===== config.mk =====
export PLATFORM = sky130hd
export DESIGN_NAME = vid_serial_tx
export DESIGN_NICKNAME = d
export VERILOG_FILES = /design/src/rtl/vst_pkg.sv /design/src/rtl/vst_shifter.sv /design/src/rtl/vst_scrambler.sv /design/src/rtl/vst_nrzi.sv /design/src/rtl/vid_serial_tx.sv
export SDC_FILE = /design/constraint.sdc
export NUM_CORES = 1
export LEC_CHECK = 0
export ABC_CLOCK_PERIOD_IN_PS = 1400
export BUFFER_PORTS_ARGS = -buffer_cell sky130_fd_sc_hd__buf_2
export CAP_MARGIN = 20
export CORE_AREA = 4 4 50 52
export DETAILED_ROUTE_END_ITERATION = 8
export DIE_AREA = 0 0 54 56
export GPL_TIMING_DRIVEN = 0
export PLACE_DENSITY = 0.72
export SYNTH_ARGS = -nofsm -noshare
export SYNTH_HDL_FRONTEND = slang
export SYNTH_HIERARCHICAL = 1
export SYNTH_SLANG_ARGS = --single-unit

===== constraint.sdc =====
create_clock -name clk -period 1.4 [get_ports clk]
set_input_delay 0.28 -clock clk [delete_from_list [all_inputs] [get_ports clk]]
set_output_delay 0.28 -clock clk [all_outputs]
set_load 0.01 [all_outputs]

===== src/rtl/vst_pkg.sv =====
package vst_pkg;
   localparam int DEF_WORD_W   = 10;
   localparam int DEF_NARROW_W = 8;
   localparam int DEF_SCR_LEN  = 9;
   localparam int DEF_SCR_TAP  = 4;
endpackage


===== src/rtl/vst_shifter.sv =====
module vst_shifter #(
   parameter int WORD_W   = vst_pkg::DEF_WORD_W,
   parameter int NARROW_W = vst_pkg::DEF_NARROW_W
) (
   input  logic              clk,
   input  logic              rst,
   input  logic              bit_en,
   input  logic [WORD_W-1:0] word_in,
   input  logic              word_vld,
   input  logic              narrow,
   output logic              nrz_bit
);
   localparam int PH_W = $clog2(WORD_W);
   localparam logic [PH_W-1:0] PH_LAST = PH_W'(WORD_W - 1);
   localparam int PAD_W = WORD_W - NARROW_W;

   if (WORD_W < 2) begin : g_bad_width
      $error("vst_shifter: WORD_W must be at least 2");
   end
   if (NARROW_W > WORD_W || NARROW_W < 1) begin : g_bad_narrow
      $error("vst_shifter: NARROW_W must be 1..WORD_W");
   end

   logic [PH_W-1:0]   phase;
   logic [WORD_W-1:0] sreg;
   logic [WORD_W-1:0] fill;
   logic              take;

   assign take = bit_en && (phase == PH_LAST);

   if (PAD_W > 0) begin : g_narrow
      always_comb begin
         if (!word_vld)   fill = '0;
         else if (narrow) fill = {word_in[WORD_W-1:PAD_W], {PAD_W{1'b0}}};
         else             fill = word_in;
      end
   end else begin : g_full
      always_comb fill = word_vld ? word_in : '0;
   end

   always_ff @(posedge clk) begin
      if (rst) begin
         phase <= PH_LAST;
         sreg  <= '0;
      end else if (bit_en) begin
         if (phase == PH_LAST) begin
            phase <= '0;
            sreg  <= fill;
         end else begin
            phase <= phase + 1'b1;
            sreg  <= {1'b0, sreg[WORD_W-1:1]};
         end
      end
   end

   assign nrz_bit = sreg[0];


   phase_range_chk: assert property (@(posedge clk) disable iff (rst)
      phase <= PH_LAST);

   phase_wrap_chk: assert property (@(posedge clk) disable iff (rst)
      take |=> phase == '0);

   shift_hold_chk: assert property (@(posedge clk) disable iff (rst)
      !bit_en |=> $stable(sreg) && $stable(phase));

   blank_load_chk: assert property (@(posedge clk) disable iff (rst)
      take && !word_vld |=> sreg == '0);

   narrow_load_chk: assert property (@(posedge clk) disable iff (rst)
      take && word_vld && narrow |=> sreg[0] == 1'b0);
endmodule


===== src/rtl/vst_scrambler.sv =====
module vst_scrambler #(
   parameter int LEN = vst_pkg::DEF_SCR_LEN,
   parameter int TAP = vst_pkg::DEF_SCR_TAP
) (
   input  logic clk,
   input  logic rst,
   input  logic bit_en,
   input  logic din,
   output logic dout
);
   if (TAP < 1 || TAP >= LEN) begin : g_bad_tap
      $error("vst_scrambler: TAP must be in 1..LEN-1");
   end

   logic [LEN-1:0] hist;

   assign dout = din ^ hist[TAP-1] ^ hist[LEN-1];

   always_ff @(posedge clk) begin
      if (rst)         hist <= '0;
      else if (bit_en) hist <= {hist[LEN-2:0], dout};
   end


   scr_hold_chk: assert property (@(posedge clk) disable iff (rst)
      !bit_en |=> $stable(hist));
endmodule


===== src/rtl/vst_nrzi.sv =====
module vst_nrzi (
   input  logic clk,
   input  logic rst,
   input  logic bit_en,
   input  logic din,
   output logic line
);
   always_ff @(posedge clk) begin
      if (rst)         line <= 1'b0;
      else if (bit_en) line <= line ^ din;
   end
endmodule


===== src/rtl/vid_serial_tx.sv =====
module vid_serial_tx #(
   parameter int WORD_W   = vst_pkg::DEF_WORD_W,
   parameter int NARROW_W = vst_pkg::DEF_NARROW_W,
   parameter int SCR_LEN  = vst_pkg::DEF_SCR_LEN,
   parameter int SCR_TAP  = vst_pkg::DEF_SCR_TAP
) (
   input  logic              clk,
   input  logic              rst,
   input  logic              bit_en,
   input  logic [WORD_W-1:0] word_in,
   input  logic              word_vld,
   input  logic              mode_8b,
   output logic              ser_out
);
   logic nrz_bit;
   logic scr_bit;

   vst_shifter #(.WORD_W(WORD_W), .NARROW_W(NARROW_W)) u_shift (
      .clk(clk), .rst(rst), .bit_en(bit_en), .word_in(word_in),
      .word_vld(word_vld), .narrow(mode_8b), .nrz_bit(nrz_bit));

   vst_scrambler #(.LEN(SCR_LEN), .TAP(SCR_TAP)) u_scr (
      .clk(clk), .rst(rst), .bit_en(bit_en), .din(nrz_bit), .dout(scr_bit));

   vst_nrzi u_nrzi (
      .clk(clk), .rst(rst), .bit_en(bit_en), .din(scr_bit), .line(ser_out));


   line_toggle_chk: assert property (@(posedge clk) disable iff (rst)
      bit_en && scr_bit |=> ser_out != $past(ser_out));

   line_hold_chk: assert property (@(posedge clk) disable iff (rst)
      bit_en && !scr_bit |=> ser_out == $past(ser_out));

   line_idle_chk: assert property (@(posedge clk) disable iff (rst)
      !bit_en |=> $stable(ser_out));
endmodule


Word-level counts from Yosys, hierarchy flattened
Index checks and enable logic that the tools add are counted.

Register bits: 24. Input port bits: 15.

$add $sub $neg: 1. Equality and inequality tests: 1. Multiplexer cells: 4. Bitwise operators: 3.

Operators with widths (number): two-way mux 10 bit (2); adder 4 x 1 -> 4 bit (second input constant) (1); == test 4 bit (second input constant) (1); two-way mux 4 bit (1); bitwise XOR 1 bit (3); two-way mux 2 bit (1).

Longest topological paths before layout
Word-level depth: 3. Gate-level depth with buffers: 4. Gate-level depth less buffers: 3.

By module
The synthesis kept the hierarchy.

By module, submodules not included: vst_shifter (times used 1, cells an instance 76, area an instance 659.4 sq um, seq. area each 280.3 sq um); vst_scrambler (times used 1, cells an instance 30, area an instance 340.3 sq um, seq. area each 180.2 sq um); vst_nrzi (times used 1, cells an instance 4, area an instance 46.3 sq um, seq. area each 20.0 sq um).

Worst setup path after synthesis
No wires, ideal clock.

Path type: reg2reg. Start: register u_shift.phase[2]. End: register u_shift.sreg[2]. Arrival time: 1016 ps. Slack: 293 ps. Cell stages (with the launch flop): 5. Path buffers: 1. Period minus slack after synthesis: 1107 ps. Cells stage by stage: dfxtp_1 > and4bb_1 > buf_6 > nand3_1 > a311oi_1.

Longest elaborated chain between the ends: 2.

Ends and longest elaborated chain: start: declaration (RTL line vst_shifter.sv:24) `logic [PH_W-1:0] phase;`; start signal: assignment (RTL line vst_shifter.sv:50) `phase <= phase + 1'b1;`; == test 4 bit (RTL line vst_shifter.sv:46) `if (phase == PH_LAST) begin`; two-way mux 10 bit (RTL line vst_shifter.sv:46); end signal: assignment (RTL line vst_shifter.sv:48) `sreg <= fill;`; end signal: assignment (RTL line vst_shifter.sv:51) `sreg <= {1'b0, sreg[WORD_W-1:1]};`; end: declaration (RTL line vst_shifter.sv:25) `logic [WORD_W-1:0] sreg;`.

No other way between the ends. A chain may end at the register's enable or synchronous reset.

Worst setup path after layout
Start: register u_shift.phase[2]. End: register u_shift.sreg[5].

The elaborated chain is that of the path after synthesis.

==> summary.md <==
| Metric | Value |
|---|---|
| Setup_tns | `0 ps` |
| Fmax | `0.7999 GHz` |
| Critical path arrival | `between 1000 and 1500 ps` |
| Clk slew on worst S/H paths | `130 ps` |
| Latest clock arrival within the worst-skew pair | `~300 ps` |
| DRC | `0` |
| Synth Area per Inst | `9.509 um^2` |
| DRT Pass-1 Iters | `4` |
| TritonCTS clock tree | `done` |
| Mapped Cells | `110` |
| Register area share after synthesis | `45.93%` |
| Final Util | `a little under three fifths` |
| PortBufs | `14` |
| Hold-fix buffers, CTS | `0` |
| VDD IR max | `roughly 0.00066 V` |
| DRT iter0 DRCs | `11` |
| Most frequent cells in the layout | `24 x dfxtp_1, 19 x nor2_1, 17 x buf_2` |
| Worst-case clock buffer depth | `2` |
| Post-cts resize count | `0` |
| DP HPWL | `approximately 1400 um` |
| Slew at the pin closest to its max-slew limit | `414.5 ps` |
| Via/cell ratio | `roughly 5.5` |
| Wirelength per Cell | `~12 um` |
| Hold crit path type | `input port to flop` |
| Post-Syn Nets | `roughly 130` |
| Yosys cell types | `29` |
| Largest area contributor in the netlist | `dfxtp_1` |
| Die X | `54 um` |
| Setup Skew | `1.191 ps` |
| Top post-synthesis cells by area | `dfxtp_1 46%, mux2i_1 9.6%, nor2_1 6.8%` |
| Total Routing Usage GR | `14.44%` |
| Final Hold Vio Count | `0` |
| Buffers & Inverters on Critical Path | `1` |
| Reg2Reg Setup Slack | `approximately 150 ps` |
| Sequential fraction of design power | `between 50 and 60%` |
| Routed wire length | `1899 um` |
| Vias in the first global route | `between 800 and 900` |
| Clock tree root driver cell | `clkbuf_4` |
| Net Sw Frac | `between 20% and 30%` |
| Die Y-Extent | `approximately 56 um` |
| Synthesis warning total | `6` |
| Pin count of the biggest net entering global routing | `15` |
| Switching power | `318.8 uW` |
| Tmin final | `1250 ps` |
| First-pass GRT wire length | `around 3400 um` |
| Status | `complete, no violations` |
| Post-synth top area share | `a little under half` |
| Synthesized area | `about 1000 um^2` |
| Logic pwr share | `about an eighth` |
| Final slew viol count | `0` |
| Worst setup SP type | `flop` |
| Cell Rows | `17` |
| MaxCap Viol Count | `0` |
| CP max FO | `10` |
| Layout cells sized above 1 | `just over 20%` |
| Slowest cell on the critical path | `dfxtp_1` |
| Initial antenna violation count | `0` |
| Commonest non-fill, non-tap cell in the layout | `dfxtp_1` |
| Final worst path period share | `between 80% and 90%` |
| # diodes | `0` |
| Flops & latches, synth | `24` |
| DR vias | `around 860` |
| Power per cell area | `between 1000 and 1500 nW/um^2` |
| CTS sink cnt | `24` |
| Unrepaired setup endpoints after global routing | `false` |
| CTS H-tree depth | `1` |
| Crit path cell chain | `and4bb_1 -> buf_6 -> nand3_1 -> a311oi_1` |
| Io pins | `16` |
| Leakage Power | `just under 0.0005 uW` |
| Total CTS buffers | `3` |
| Critical path's largest stage delay | `380 ps` |
| Largest delay share family, worst path | `flip-flops` |
| Critical Path RT | `~1600 ps` |
| Post-DRT Antenna Nets | `0` |
| Final nets | `between 100 and 150` |
| Area growth syn-to-layout | `15.07%` |
| Starting Density | `roughly 50%` |
| Die area | `approximately 3000 um^2` |
| Routability cong. | `between 0.7 and 0.8` |
| Setup Buffers After CTS | `0` |
| Critical path type | `flop to flop` |
| Core area | `about 2100 um^2` |
| Internal Power | `1078 uW` |
| Crit end category | `flop` |
| Grt total ovfl | `0` |
| Clock power frac | `between 30% and 40%` |
| Endpoints failing setup | `0` |
| Max-Slew Margin vs Limit | `about 72%` |
-- path summary, 6_finish.rpt --
check / start / endpoint / cells after the start
worst max-delay path: u_shift/phase[2] / u_shift/sreg[5] / 4
worst max register to register: u_shift/phase[2] / u_shift/sreg[5] / 4
worst min register to register: u_shift/sreg[9] / u_shift/sreg[9] / 2
worst min-delay path: rst / u_nrzi/line / 2
-- cell type report --
type                       instances  area, um^2
fill                             204       902.1
tap                               28       35.03
timing repair buffer              14       70.07
sequential                        24       480.5
buffer                             8       52.55
multi-input combinational         77       509.2
clock buffer                       3       22.52
clock inverter                     1       30.03
inverter                           1       3.754
-- state kept, by name (all words and copies together) (netlist names) --
signal         flops
u_scr/hist         9
u_shift/sreg      10
u_nrzi/line        1
u_shift/phase      4
-- layer usage --
| layer | share of wire (%) | track usage, % |
|---|---|---|
| met5 | 0 | 0 |
| met1 | 48 | 17.05 |
| met2 | 49 | 26.12 |
| met3 | 2.9 | 2.413 |
| met4 | 0.68 | 3.203 |
-- metrics by stage --
step	hold slack (ps)	power (uW)	setup WS [ps]	cells	instance area, um^2
final	215.4	1397	149.9	156	1204
after global routing	212.9	1457	63.74	156	1204
after CTS	205.2	1409	149.5	156	1204
after detailed placement	469.8	917.2	107.0	152	1151
after global placement	457.5	910.0	142.2	152	1151
after floorplan	342.4	864.1	293.0	110	1046
-- power groups by stage --
stage	logic [uW]	registers, uW	clock network (uW)
after floorplan	125	739	0
after global placement	168	742	0
after detailed placement	173	744	0
after CTS	174	729	506
after global routing	194	733	530
final	172	730	495
-- Yosys cell counts --
library cell,number
a311oi_1,7
and2_1,1
xor3_2,1
clkbuf_1,1
dfxtp_1,24
a21oi_1,2
xor2_1,1
buf_1,1
nor2b_1,1
nand2b_1,4
a21bo_1,1
nand2_1,7
inv_1,1
nand3_1,9
a221o_1,1
buf_6,2
o21ai_0,3
nand4bb_1,1
mux2i_1,10
nand4_1,1
buf_4,1
nor2_1,19
buf_2,3
o21bai_1,1
nand4b_1,2
a21oi_2,1
and4bb_1,1
nand3b_1,1
a32oi_1,2
-- cells by family after synthesis --
| kind of cell | synth area share, % |
|---|---|
| AOI/OAI and AO/OA | 13.40 |
| xor gates and xnor gates | 3.229 |
| muxes | 9.570 |
| and+or+nand+nor | 22.49 |
| DFF | 45.93 |
| buffers and inverters | 5.381 |
(Power assumes the default switching activity.)
